[src/rtl/cart_mbx_pkg.sv]
package cart_mbx_pkg;
  typedef enum logic [1:0] {
    MCU_MBOX = 2'd0,
    MCU_CTRL = 2'd1,
    MCU_PAGE = 2'd2,
    MCU_PINC = 2'd3
  } mcu_reg_e;

  localparam logic CON_DATA = 1'b0;
  localparam logic CON_STAT = 1'b1;

  localparam int ST_FULL  = 0;
  localparam int ST_VALID = 1;
  localparam int ST_OVR   = 2;
  localparam int ST_IRQ   = 3;

  localparam int CT_WE  = 0;
  localparam int CT_IRQ = 1;
  localparam int CT_CLR = 2;
endpackage

[src/rtl/mbx_cmd_latch.sv]
module mbx_cmd_latch #(
  parameter int DW = 8
) (
  input  logic          clk_i,
  input  logic          rst_ni,
  input  logic          wr_i,
  input  logic [DW-1:0] data_i,
  input  logic          take_i,
  input  logic          clr_ovr_i,
  output logic [DW-1:0] data_o,
  output logic          full_o,
  output logic          ovr_o
);
  logic [DW-1:0] data_q;
  logic          full_q, ovr_q;
  logic          accept;

  assign accept = wr_i && !full_q;

  always_ff @(posedge clk_i or negedge rst_ni) begin
    if (!rst_ni) begin
      data_q <= '0;
      full_q <= 1'b0;
      ovr_q  <= 1'b0;
    end else begin
      if (accept) data_q <= data_i;
      if (accept)      full_q <= 1'b1;
      else if (take_i) full_q <= 1'b0;
      // set beats clear on the same edge
      if (wr_i && full_q) ovr_q <= 1'b1;
      else if (clr_ovr_i) ovr_q <= 1'b0;
    end
  end

  assign data_o = data_q;
  assign full_o = full_q;
  assign ovr_o  = ovr_q;

  assert_drop_keep_R3: assert property (@(posedge clk_i) disable iff (!rst_ni)
    (full_q && wr_i) |=> ($stable(data_q) && ovr_q));
  assert_ovr_sticky_R3: assert property (@(posedge clk_i) disable iff (!rst_ni)
    (ovr_q && !clr_ovr_i) |=> ovr_q);
  assert_take_clears_R2: assert property (@(posedge clk_i) disable iff (!rst_ni)
    (take_i && !wr_i) |=> !full_q);
endmodule

[src/rtl/mbx_data_reg.sv]
module mbx_data_reg #(
  parameter int DW = 8
) (
  input  logic          clk_i,
  input  logic          rst_ni,
  input  logic          load_i,
  input  logic [DW-1:0] data_i,
  input  logic          take_i,
  output logic [DW-1:0] data_o,
  output logic          valid_o
);
  logic [DW-1:0] data_q;
  logic          valid_q;

  always_ff @(posedge clk_i or negedge rst_ni) begin
    if (!rst_ni) begin
      data_q  <= '0;
      valid_q <= 1'b0;
    end else begin
      if (load_i) data_q <= data_i;
      if (load_i)      valid_q <= 1'b1;
      else if (take_i) valid_q <= 1'b0;
    end
  end

  assign data_o  = data_q;
  assign valid_o = valid_q;

  assert_take_clears_R4: assert property (@(posedge clk_i) disable iff (!rst_ni)
    (take_i && !load_i) |=> !valid_q);
  assert_empty_hold_R5: assert property (@(posedge clk_i) disable iff (!rst_ni)
    (!valid_q && !load_i) |=> ($stable(data_q) && !valid_q));
  assert_load_wins_R9: assert property (@(posedge clk_i) disable iff (!rst_ni)
    load_i |=> valid_q);
endmodule

[src/rtl/mbx_ctrl.sv]
module mbx_ctrl #(
  parameter int PW = 5
) (
  input  logic          clk_i,
  input  logic          rst_ni,
  input  logic          page_ld_i,
  input  logic          page_inc_i,
  input  logic [PW-1:0] page_d_i,
  input  logic          we_wr_i,
  input  logic          we_d_i,
  input  logic          irq_set_i,
  input  logic          irq_clr_i,
  output logic [PW-1:0] page_o,
  output logic          we_o,
  output logic          irq_o
);
  logic [PW-1:0] page_q;
  logic          we_q, irq_q;

  always_ff @(posedge clk_i or negedge rst_ni) begin
    if (!rst_ni) begin
      page_q <= '0;
      we_q   <= 1'b0;
      irq_q  <= 1'b0;
    end else begin
      if (page_ld_i)       page_q <= page_d_i;
      else if (page_inc_i) page_q <= page_q + PW'(1);
      if (we_wr_i) we_q <= we_d_i;
      if (irq_set_i)      irq_q <= 1'b1;
      else if (irq_clr_i) irq_q <= 1'b0;
    end
  end

  assign page_o = page_q;
  assign we_o   = we_q;
  assign irq_o  = irq_q;

  assert_page_inc_R7: assert property (@(posedge clk_i) disable iff (!rst_ni)
    (page_inc_i && !page_ld_i) |=> (page_q == $past(page_q) + PW'(1)));
  assert_we_hold_R6: assert property (@(posedge clk_i) disable iff (!rst_ni)
    !we_wr_i |=> $stable(we_q));
  assert_irq_hold_R8: assert property (@(posedge clk_i) disable iff (!rst_ni)
    (irq_q && !irq_clr_i) |=> irq_q);
endmodule

[src/rtl/cart_mailbox.sv]
module cart_mailbox
  import cart_mbx_pkg::*;
#(
  parameter int DATA_W = 8,
  parameter int PAGE_W = 5
) (
  input  logic              clk_i,
  input  logic              rst_ni,
  input  logic              con_rd_i,
  input  logic              con_wr_i,
  input  logic              con_addr_i,
  input  logic [DATA_W-1:0] con_wdata_i,
  output logic [DATA_W-1:0] con_rdata_o,
  input  logic              mcu_rd_i,
  input  logic              mcu_wr_i,
  input  logic [1:0]        mcu_addr_i,
  input  logic [DATA_W-1:0] mcu_wdata_i,
  output logic [DATA_W-1:0] mcu_rdata_o,
  output logic [PAGE_W-1:0] page_o,
  output logic              sram_we_o,
  output logic              irq_no
);
  localparam int ST_BITS = ST_IRQ + 1;

  logic              con_cmd_wr, con_data_rd, con_stat_rd;
  logic              mcu_cmd_rd, mcu_data_wr, mcu_ctrl_wr, mcu_page_wr, mcu_pinc_wr;
  logic [DATA_W-1:0] cmd_q, ret_q, status;
  logic              full, valid, ovr, irq;
  logic [PAGE_W-1:0] page;

  assign con_cmd_wr  = con_wr_i && (con_addr_i == CON_DATA);
  assign con_data_rd = con_rd_i && (con_addr_i == CON_DATA);
  assign con_stat_rd = con_rd_i && (con_addr_i == CON_STAT);
  assign mcu_cmd_rd  = mcu_rd_i && (mcu_addr_i == MCU_MBOX);
  assign mcu_data_wr = mcu_wr_i && (mcu_addr_i == MCU_MBOX);
  assign mcu_ctrl_wr = mcu_wr_i && (mcu_addr_i == MCU_CTRL);
  assign mcu_page_wr = mcu_wr_i && (mcu_addr_i == MCU_PAGE);
  assign mcu_pinc_wr = mcu_wr_i && (mcu_addr_i == MCU_PINC);

  mbx_cmd_latch #(.DW(DATA_W)) u_cmd (
    .clk_i, .rst_ni,
    .wr_i      (con_cmd_wr),
    .data_i    (con_wdata_i),
    .take_i    (mcu_cmd_rd),
    .clr_ovr_i (mcu_ctrl_wr && mcu_wdata_i[CT_CLR]),
    .data_o    (cmd_q),
    .full_o    (full),
    .ovr_o     (ovr)
  );

  mbx_data_reg #(.DW(DATA_W)) u_ret (
    .clk_i, .rst_ni,
    .load_i  (mcu_data_wr),
    .data_i  (mcu_wdata_i),
    .take_i  (con_data_rd),
    .data_o  (ret_q),
    .valid_o (valid)
  );

  mbx_ctrl #(.PW(PAGE_W)) u_ctrl (
    .clk_i, .rst_ni,
    .page_ld_i  (mcu_page_wr),
    .page_inc_i (mcu_pinc_wr),
    .page_d_i   (mcu_wdata_i[PAGE_W-1:0]),
    .we_wr_i    (mcu_ctrl_wr),
    .we_d_i     (mcu_wdata_i[CT_WE]),
    .irq_set_i  (mcu_ctrl_wr && mcu_wdata_i[CT_IRQ]),
    .irq_clr_i  (con_stat_rd),
    .page_o     (page),
    .we_o       (sram_we_o),
    .irq_o      (irq)
  );

  always_comb begin
    status = '0;
    status[ST_BITS-1:0] = {irq, ovr, valid, full};
  end

  assign con_rdata_o = con_addr_i ? status : ret_q;

  always_comb begin
    unique case (mcu_reg_e'(mcu_addr_i))
      MCU_MBOX: mcu_rdata_o = cmd_q;
      MCU_CTRL: mcu_rdata_o = status;
      MCU_PAGE: mcu_rdata_o = DATA_W'(page);
      default:  mcu_rdata_o = '0;
    endcase
  end

  assign page_o = page;
  assign irq_no = ~irq;

  assert_irq_release_R8: assert property (@(posedge clk_i) disable iff (!rst_ni)
    (!irq_no && con_stat_rd && !mcu_ctrl_wr) |=> irq_no);
  assert_cmd_full_R2: assert property (@(posedge clk_i) disable iff (!rst_ni)
    (con_cmd_wr && !full) |=> full);
endmodule

[config.mk]
export PLATFORM = sky130hd
export DESIGN_NAME = cart_mailbox
export DESIGN_NICKNAME = d
export VERILOG_FILES = /design/src/rtl/cart_mbx_pkg.sv /design/src/rtl/mbx_cmd_latch.sv /design/src/rtl/mbx_data_reg.sv /design/src/rtl/mbx_ctrl.sv /design/src/rtl/cart_mailbox.sv
export SDC_FILE = /design/constraint.sdc
export NUM_CORES = 1
export LEC_CHECK = 0
export BUFFER_PORTS_ARGS = -buffer_cell sky130_fd_sc_hd__buf_2
export CORE_MARGIN = 4
export CORE_UTILIZATION = 40
export CTS_BUF_LIST = sky130_fd_sc_hd__clkbuf_8 sky130_fd_sc_hd__clkbuf_16
export CTS_CLUSTER_DIAMETER = 50
export DETAILED_ROUTE_END_ITERATION = 12
export HOLD_SLACK_MARGIN = 0.05
export PLACE_DENSITY = 0.69
export SYNTH_ARGS = -nofsm -noshare
export SYNTH_HDL_FRONTEND = slang
export SYNTH_SLANG_ARGS = --single-unit
export TNS_END_PERCENT = 1
[constraint.sdc]
create_clock -name clk_i -period 1.2 [get_ports clk_i]
set_input_delay 0.06 -clock clk_i [delete_from_list [all_inputs] [get_ports clk_i]]
set_output_delay 0.06 -clock clk_i [all_outputs]
set_load 0.01 [all_outputs]
==> parameters.txt, run 1 <==
Parameter                              Value

Status
  Status    finished, violations left
  Failing checks    negative setup slack

Cells and area
  Number of antenna repair diodes    0
  Growth of design area from synthesis to finish    42.2%
  Net total in the final layout    approximately 210
  Area of combinational cells with multiple inputs    692 sq um
  Sequential standard cell area    about 650 sq um
  Utilization after layout    0.585
  Most common cell after layout, fill and taps aside    buf_2
  Proportion of layout cells with a drive suffix above 1    0.476
  Commonest cells after routing, fill and taps aside    buf_2, dfrtp_1, mux2_4, dlygate4sd3_1, nand2_1
  Total of fill cells in the finished design    300

Die
  Die outline area    roughly 4400 sq um
  Initial Util    0.412
  Die Height    66.6 um
  Placeable core area    between 3000 and 4000 sq um
  I/O Pins    between 40 and 50
  Row cnt    21
  Die span in x    roughly 67 um

Global route
  Number of global-route vias before repair    about 1.2k
  Total grt overflow    0
  Maximum number of pins on one net before global-route repair    27
  Global router's overall resource usage    0.166
  Met1 Use GR    0.210
  Antenna violations before repair    0
  Global-route met3 utilization    0.0287
  First-pass GRT wire length    5580 um
  GR peak layer    met2
  Met2 track utilization from global routing    0.275

Timing
  Fin crit period    roughly 1300 ps
  Number of hold violations in the final report    0
  Setup repair after global routing missed its margin    true
  Max-slew violation count    0
  Relative slew slack    0.617
  Max Clock Freq    just under 800 MHz
  Skew final    just under 0.4 ps
  Setup-failing EPs final    11
  Final cycle utilization of the critical path    1.06
  Actual slew at the worst max-slew pin    around 570 ps
  Crit path setup slack, layout    -72.1 ps

Power and ir drop
  P per Cell Area    1460 nW/um^2
  Net switching power    approximately 0.84 mW
  Largest voltage drop on the vdd net    0.927 mV
  Switching share of total power    0.296
  Fraction of power consumed by the clock network    0.205
  P_int    between 2 and 2.5 mW
  Part of the total power dissipated in sequential elements    0.448
  Cell leakage power    about 1 nW
  Combinational share of power    0.347

Logic synthesis
  Syn. warnings    0
  Mean post-synth cell area    11.8 sq um
  Synthesized Nets    142
  Fraction of the yosys area taken by sequential cells    0.474
  Synthesis-stage register bit count    26
  Cell area after synthesis    roughly 1400 sq um
  Number of distinct library cells after synthesis    26
  Gate count after technology mapping    approximately 120

Worst hold path
  Min-Delay Path Class    in -> reg
  Min-delay src    mcu_wdata_i[0]

Placement
  Detailed Place HPWL    between 2000 and 2500 um
  Worst Setup Slack post-DPL    -25.0 ps
  Count of buffers from port buffering    47
  Final estimated routing congestion in global placement    between 0.7 and 0.8

Detailed routing
  First DRT Iteration DRCs    18
  Initial DRT Pass Iterations    4
  Routed WL    roughly 3400 um
  Vias per std cell    about 5.0
  Routed length per instance    about 15 um
  Final routed DRC violation total    0
  Post-detailed-route count of antenna-violating nets    0
  Routed vias    around 1.1k

Worst setup path
  Maximum fanout count along the critical path    4
  CP startpoint kind    flip-flop
  Critical path type    reg -> out
  Worst path most repeated cell    buf_6
  CP Launch Point    u_cmd.full_o
  R2R Path Start    u_cmd.full_o
  Data arrival at the endpoint of the critical path    between 1000 and 1500 ps
  Endpoint class of the critical path    output pin
  Delay contributed by the slowest stage of the critical path    between 400 and 500 ps
  Cell Chain, Critical Path    buf_6 > mux2_4 > buf_6
  Required arrival time at the worst endpoint    1140 ps
  Standard cell with the maximum stage delay on the critical path    dfrtp_1
  Family with the most delay on the worst path    flip-flops
  Combined buffer and inverter count along the critical path    2

Clocking
  Clock sinks    26
  H-tree depth    1
  Clock-pin slew on the worst setup and hold paths    90 ps
  Root Buffer Master    clkbuf_8
  CTS tree    done
  Clock latency at the later pin of the worst-skew pair    280 ps
  Num CTS Buffers    3
  Max clock buf depth    2

Run
  Number of maximum-capacitance violations    0
-- state kept, by name (all words and copies together), names as in the netlist --
register and flops:
u_cmd.data_o 8, u_cmd.full_o 1, u_cmd.ovr_o 1, u_ctrl.irq_o 1
u_ctrl.page_o 5, u_ctrl.we_o 1, u_ret.data_o 8, u_ret.valid_o 1
-- per-stage QoR --
stage	cells	TNS [ps]	hold slack [ps]	total power, mW	instance area (sq um)
2_1_floorplan	116	-473	-236	1.76	1370
3_3_place_gp	212	0	81.4	2.08	1700
3_5_place_dp	212	-93.9	99.1	2.13	1700
4_1_cts	231	-354	59.1	2.86	1950
5_1_grt	231	-722	63.9	2.99	1950
6_report	231	-277	54.9	2.85	1950
-- worst paths after layout --
kind	end	slack [ps]	depth (start not counted)
setup / recovery	con_rdata_o[0]	-70	3
hold / removal	u_ctrl.we_o	50	2
setup reg to reg	u_cmd.data_o[5]	-60	3
hold reg to reg	u_ret.data_o[4]	510	1
max in group asynchronous	u_ctrl.page_o[3]	480	2
min in group asynchronous	u_cmd.data_o[2]	300	2
-- worst register-to-register path, cell delays in order (launching register included) --
cell and delay, ps:
dfrtp_1 420, nor3b_4 220, buf_12 160, mux2_2 340
-- routing by layer --
metal,up-vias,part of all wire
met4,0,0.021
li1,544,-
met1,557,0.42
met3,7,0.044
met2,38,0.51
met5,-,0
-- repair_timing --
action / 4_1_cts / 5_1_grt
resized for setup: 14 / 3
hold endpoints to repair: 39 / 0
pin swaps: 0 / 1
endpoints found under the setup margin: 12 / 15
hold buffers: 14 / 0
buffers inserted: 1 / 0
-- cell families after synthesis --
| kind of cell | synth area share |
|---|---|
| mux | 0.262 |
| compound gates | 0.0838 |
| buf+inv | 0.0474 |
| fa+ha+maj | 0.00911 |
| simple gates | 0.124 |
| flops | 0.474 |
-- power groups by stage --
stage / clock, mW / sequential [mW] / combinational [mW]
2_1_floorplan: 0 / 1.26 / 0.505
3_3_place_gp: 0 / 1.26 / 0.820
3_5_place_dp: 0 / 1.28 / 0.845
4_1_cts: 0.592 / 1.27 / 0.992
5_1_grt: 0.610 / 1.30 / 1.07
6_report: 0.585 / 1.28 / 0.988
-- area by class of cell --
| class | count | area share |
|---|---|---|
| repair buffers | 72 | 0.248 |
| flip-flops and latches | 26 | 0.334 |
| multi-input cells | 80 | 0.354 |
| clock buffers | 4 | 0.0282 |
| inverters | 3 | 0.00577 |
| well taps | 46 | 0.0295 |
-- Yosys cell counts --
cell | instances | area (sq um)
a211oi_1 | 2 | 15.0
a21o_1 | 3 | 22.5
a21oi_1 | 3 | 15.0
a32o_1 | 2 | 20.0
and2_1 | 3 | 18.8
and2_4 | 1 | 8.76
buf_2 | 4 | 20.0
buf_4 | 1 | 7.51
buf_6 | 1 | 11.3
buf_8 | 1 | 15.0
dfrtp_1 | 26 | 651
ha_1 | 1 | 12.5
inv_1 | 3 | 11.3
mux2_2 | 12 | 135
mux2_4 | 9 | 135
mux2i_1 | 9 | 90.1
nand2_1 | 11 | 41.3
nand3_1 | 5 | 25.0
nand4_1 | 1 | 6.26
nor2_1 | 1 | 3.75
nor2_2 | 1 | 6.26
nor2b_1 | 5 | 31.3
nor3_1 | 2 | 10.0
nor3b_4 | 1 | 18.8
o21ai_0 | 7 | 35.0
o31ai_1 | 1 | 7.51
No activity file was read; power rests on OpenSTA's default activity.
==> run 2, diff against run 1 <==
--- a/config.mk
+++ b/config.mk
@@ -12,7 +12,7 @@
 export CTS_CLUSTER_DIAMETER = 50
 export DETAILED_ROUTE_END_ITERATION = 12
 export HOLD_SLACK_MARGIN = 0.05
-export PLACE_DENSITY = 0.69
+export PLACE_DENSITY = 0.66
 export SYNTH_ARGS = -nofsm -noshare
 export SYNTH_HDL_FRONTEND = slang
 export SYNTH_SLANG_ARGS = --single-unit
==> constraint.sdc (replaced) <==
create_clock -name clk_i -period 1.4 [get_ports clk_i]
set_input_delay 0.07 -clock clk_i [delete_from_list [all_inputs] [get_ports clk_i]]
set_output_delay 0.07 -clock clk_i [all_outputs]
set_load 0.01 [all_outputs]
==> run 2 against run 1 <==
Against the previous run: utilization decreased by 3.8 points; final cell count down 3.5%; count of clock-buffer cells in the layout unchanged; highest routed layer unchanged; global-route usage shrank 0.80 points; the run now ends clean; first-iteration DRC count increased by 120%; largest power group unchanged.
==> parameters.txt, run 2 (synthesized netlist as in run 1, its figures left out) <==
Parameter                              Value

Status
  Status    completed

Die
  Placeable core area    3340 sq um (unchanged)
  I/O Pins    48 (unchanged)
  Die Height    66.6 um (unchanged)
  Initial Util    0.412 (unchanged)
  Die span in x    66.6 um (unchanged)
  Row cnt    21 (unchanged)
  Die outline area    4440 sq um (unchanged)

Placement
  Detailed Place HPWL    2400 um (-3.1%)
  Worst Setup Slack post-DPL    59.8 ps (+84.8 ps)
  Count of buffers from port buffering    47 (unchanged)
  Final estimated routing congestion in global placement    0.831 (+4.0%)

Timing
  Crit path setup slack, layout    62.1 ps (+134 ps)
  Setup-failing EPs final    0 (-11)
  Skew final    2.39 ps (+2.00 ps)
  Actual slew at the worst max-slew pin    576 ps (+1.78 ps)
  Fin crit period    about 1300 ps
  Number of hold violations in the final report    0 (unchanged)
  Max Clock Freq    ~750 MHz
  Final cycle utilization of the critical path    0.956
  Relative slew slack    0.616 (-0.00119)
  Setup repair after global routing missed its margin    false
  Max-slew violation count    0 (unchanged)
  Final TNS setup    0 ps (+277 ps)

Worst setup path
  Cell Chain, Critical Path    nor3b_4 > mux2_2
  Endpoint class of the critical path    flip-flop
  Critical path type    reg -> reg
  Data arrival at the endpoint of the critical path    1490 ps (+280 ps)
  Required arrival time at the worst endpoint    1550 ps (+410 ps)
  Standard cell with the maximum stage delay on the critical path    nor3b_4
  Delay contributed by the slowest stage of the critical path    420 ps (about the same)
  Maximum fanout count along the critical path    9 (+5)
  Cells on worst reg2reg path    2 (-1)
  CP startpoint kind    flip-flop

Power and ir drop
  Power, Total    2.27 mW (-20%)
  P per Cell Area    1240 nW/um^2 (-15%)
  Cell leakage power    0.907 nW (-7.7%)
  Largest voltage drop on the vdd net    0.735 mV (-21%)

Cells and area
  Growth of design area from synthesis to finish    32.9%
  Proportion of layout cells with a drive suffix above 1    0.452 (-0.0237)
  Most common cell after layout, fill and taps aside    buf_2
  Utilization after layout    0.547 (-0.0382)
  Net total in the final layout    204 (-3.8%)
  Commonest cells after routing, fill and taps aside    buf_2, dfrtp_1, mux2_2, dlygate4sd3_1, nand2_1
  Number of antenna repair diodes    0 (unchanged)

Detailed routing
  Initial DRT Pass Iterations    4 (unchanged)
  Routed length per instance    14.1 um (-4.3%)
  Final routed DRC violation total    0 (unchanged)
  Routed WL    3140 um (-7.6%)
  Vias per std cell    4.93 (-0.66%)
  First DRT Iteration DRCs    40 (+22)
  Routed vias    1099 (-4.1%)
  Post-detailed-route count of antenna-violating nets    0 (unchanged)

Global route
  Antenna violations before repair    0 (unchanged)
  Total grt overflow    0 (unchanged)
  Maximum number of pins on one net before global-route repair    27 (unchanged)
  First-pass GRT wire length    5380 um (-3.5%)
  Number of global-route vias before repair    1147 (-5.6%)
  Global router's overall resource usage    0.158 (-0.00801)

Clocking
  Clock latency at the later pin of the worst-skew pair    260 ps (-20 ps)
  Clock sinks    26 (unchanged)
  Max clock buf depth    2 (unchanged)
  H-tree depth    1 (unchanged)
  CTS tree    done
  Root Buffer Master    clkbuf_8
  Num CTS Buffers    3 (unchanged)
  Clock-pin slew on the worst setup and hold paths    90 ps (about the same)

Worst hold path
  Cells on Worst Hold Path    2 (unchanged)
  Min-Delay Path Class    in -> reg

Run
  Number of maximum-capacitance violations    0 (unchanged)
## run 2: final cells by class
cell class	count	area [sq um]
fill	312	1510
multi-input combinational	80	658
sequential	26	651
timing repair buffer	64	393
tap	46	57.6
clock buffer	4	55.1
inverter	3	11.3
## run 2: final timing paths
| check | startpoint | to | slack [ps] |
|---|---|---|---|
| setup / recovery | u_cmd.full_o | u_cmd.data_o[6] | 60 |
| setup reg to reg | u_cmd.full_o | u_cmd.data_o[6] | 60 |
| hold reg to reg | u_ctrl.we_o | u_ctrl.we_o | 520 |
| hold / removal | mcu_wdata_i[3] | u_ret.data_o[3] | 70 |
| max in group asynchronous | rst_ni | u_ret.data_o[6] | 680 |
| min in group asynchronous | rst_ni | u_ret.data_o[4] | 330 |
## run 2: repair_timing
item,CTS,global route
setup buffers,0,0
gates resized for setup,0,0
hold buffers,11,1
hold endpoints to repair,36,1
## run 2: layer usage
metal,vias to the layer above,global-route usage,wire length (um)
met4,0,0.0457,44
met5,-,0,0
met2,35,0.261,1540
li1,531,-,-
met3,6,0.0304,198
met1,527,0.210,1360
## run 2: where the power goes
part / leakage (nW) / switching (mW) / total [mW] / internal (mW)
logic: 0.568 / 0.305 / 0.712 / 0.407
clock network: 0.0288 / 0.222 / 0.473 / 0.251
registers: 0.311 / 0.136 / 1.08 / 0.946
## run 2: through the flow
stage               std cells  hold slack [ps]  instance area, sq um
finish                    223             68.4                  1830
global route              223             62.9                  1830
CTS                       222             50.2                  1820
detailed placement        207              110                  1650
global placement          207             97.4                  1650
floorplan                 116             -226                  1370
## run 2: critical path, delay by kind of cell (launching register included)
family | cells | cell delay (ps)
muxes | 1 | 390
DFF | 1 | 410
and+or+nand+nor | 1 | 420
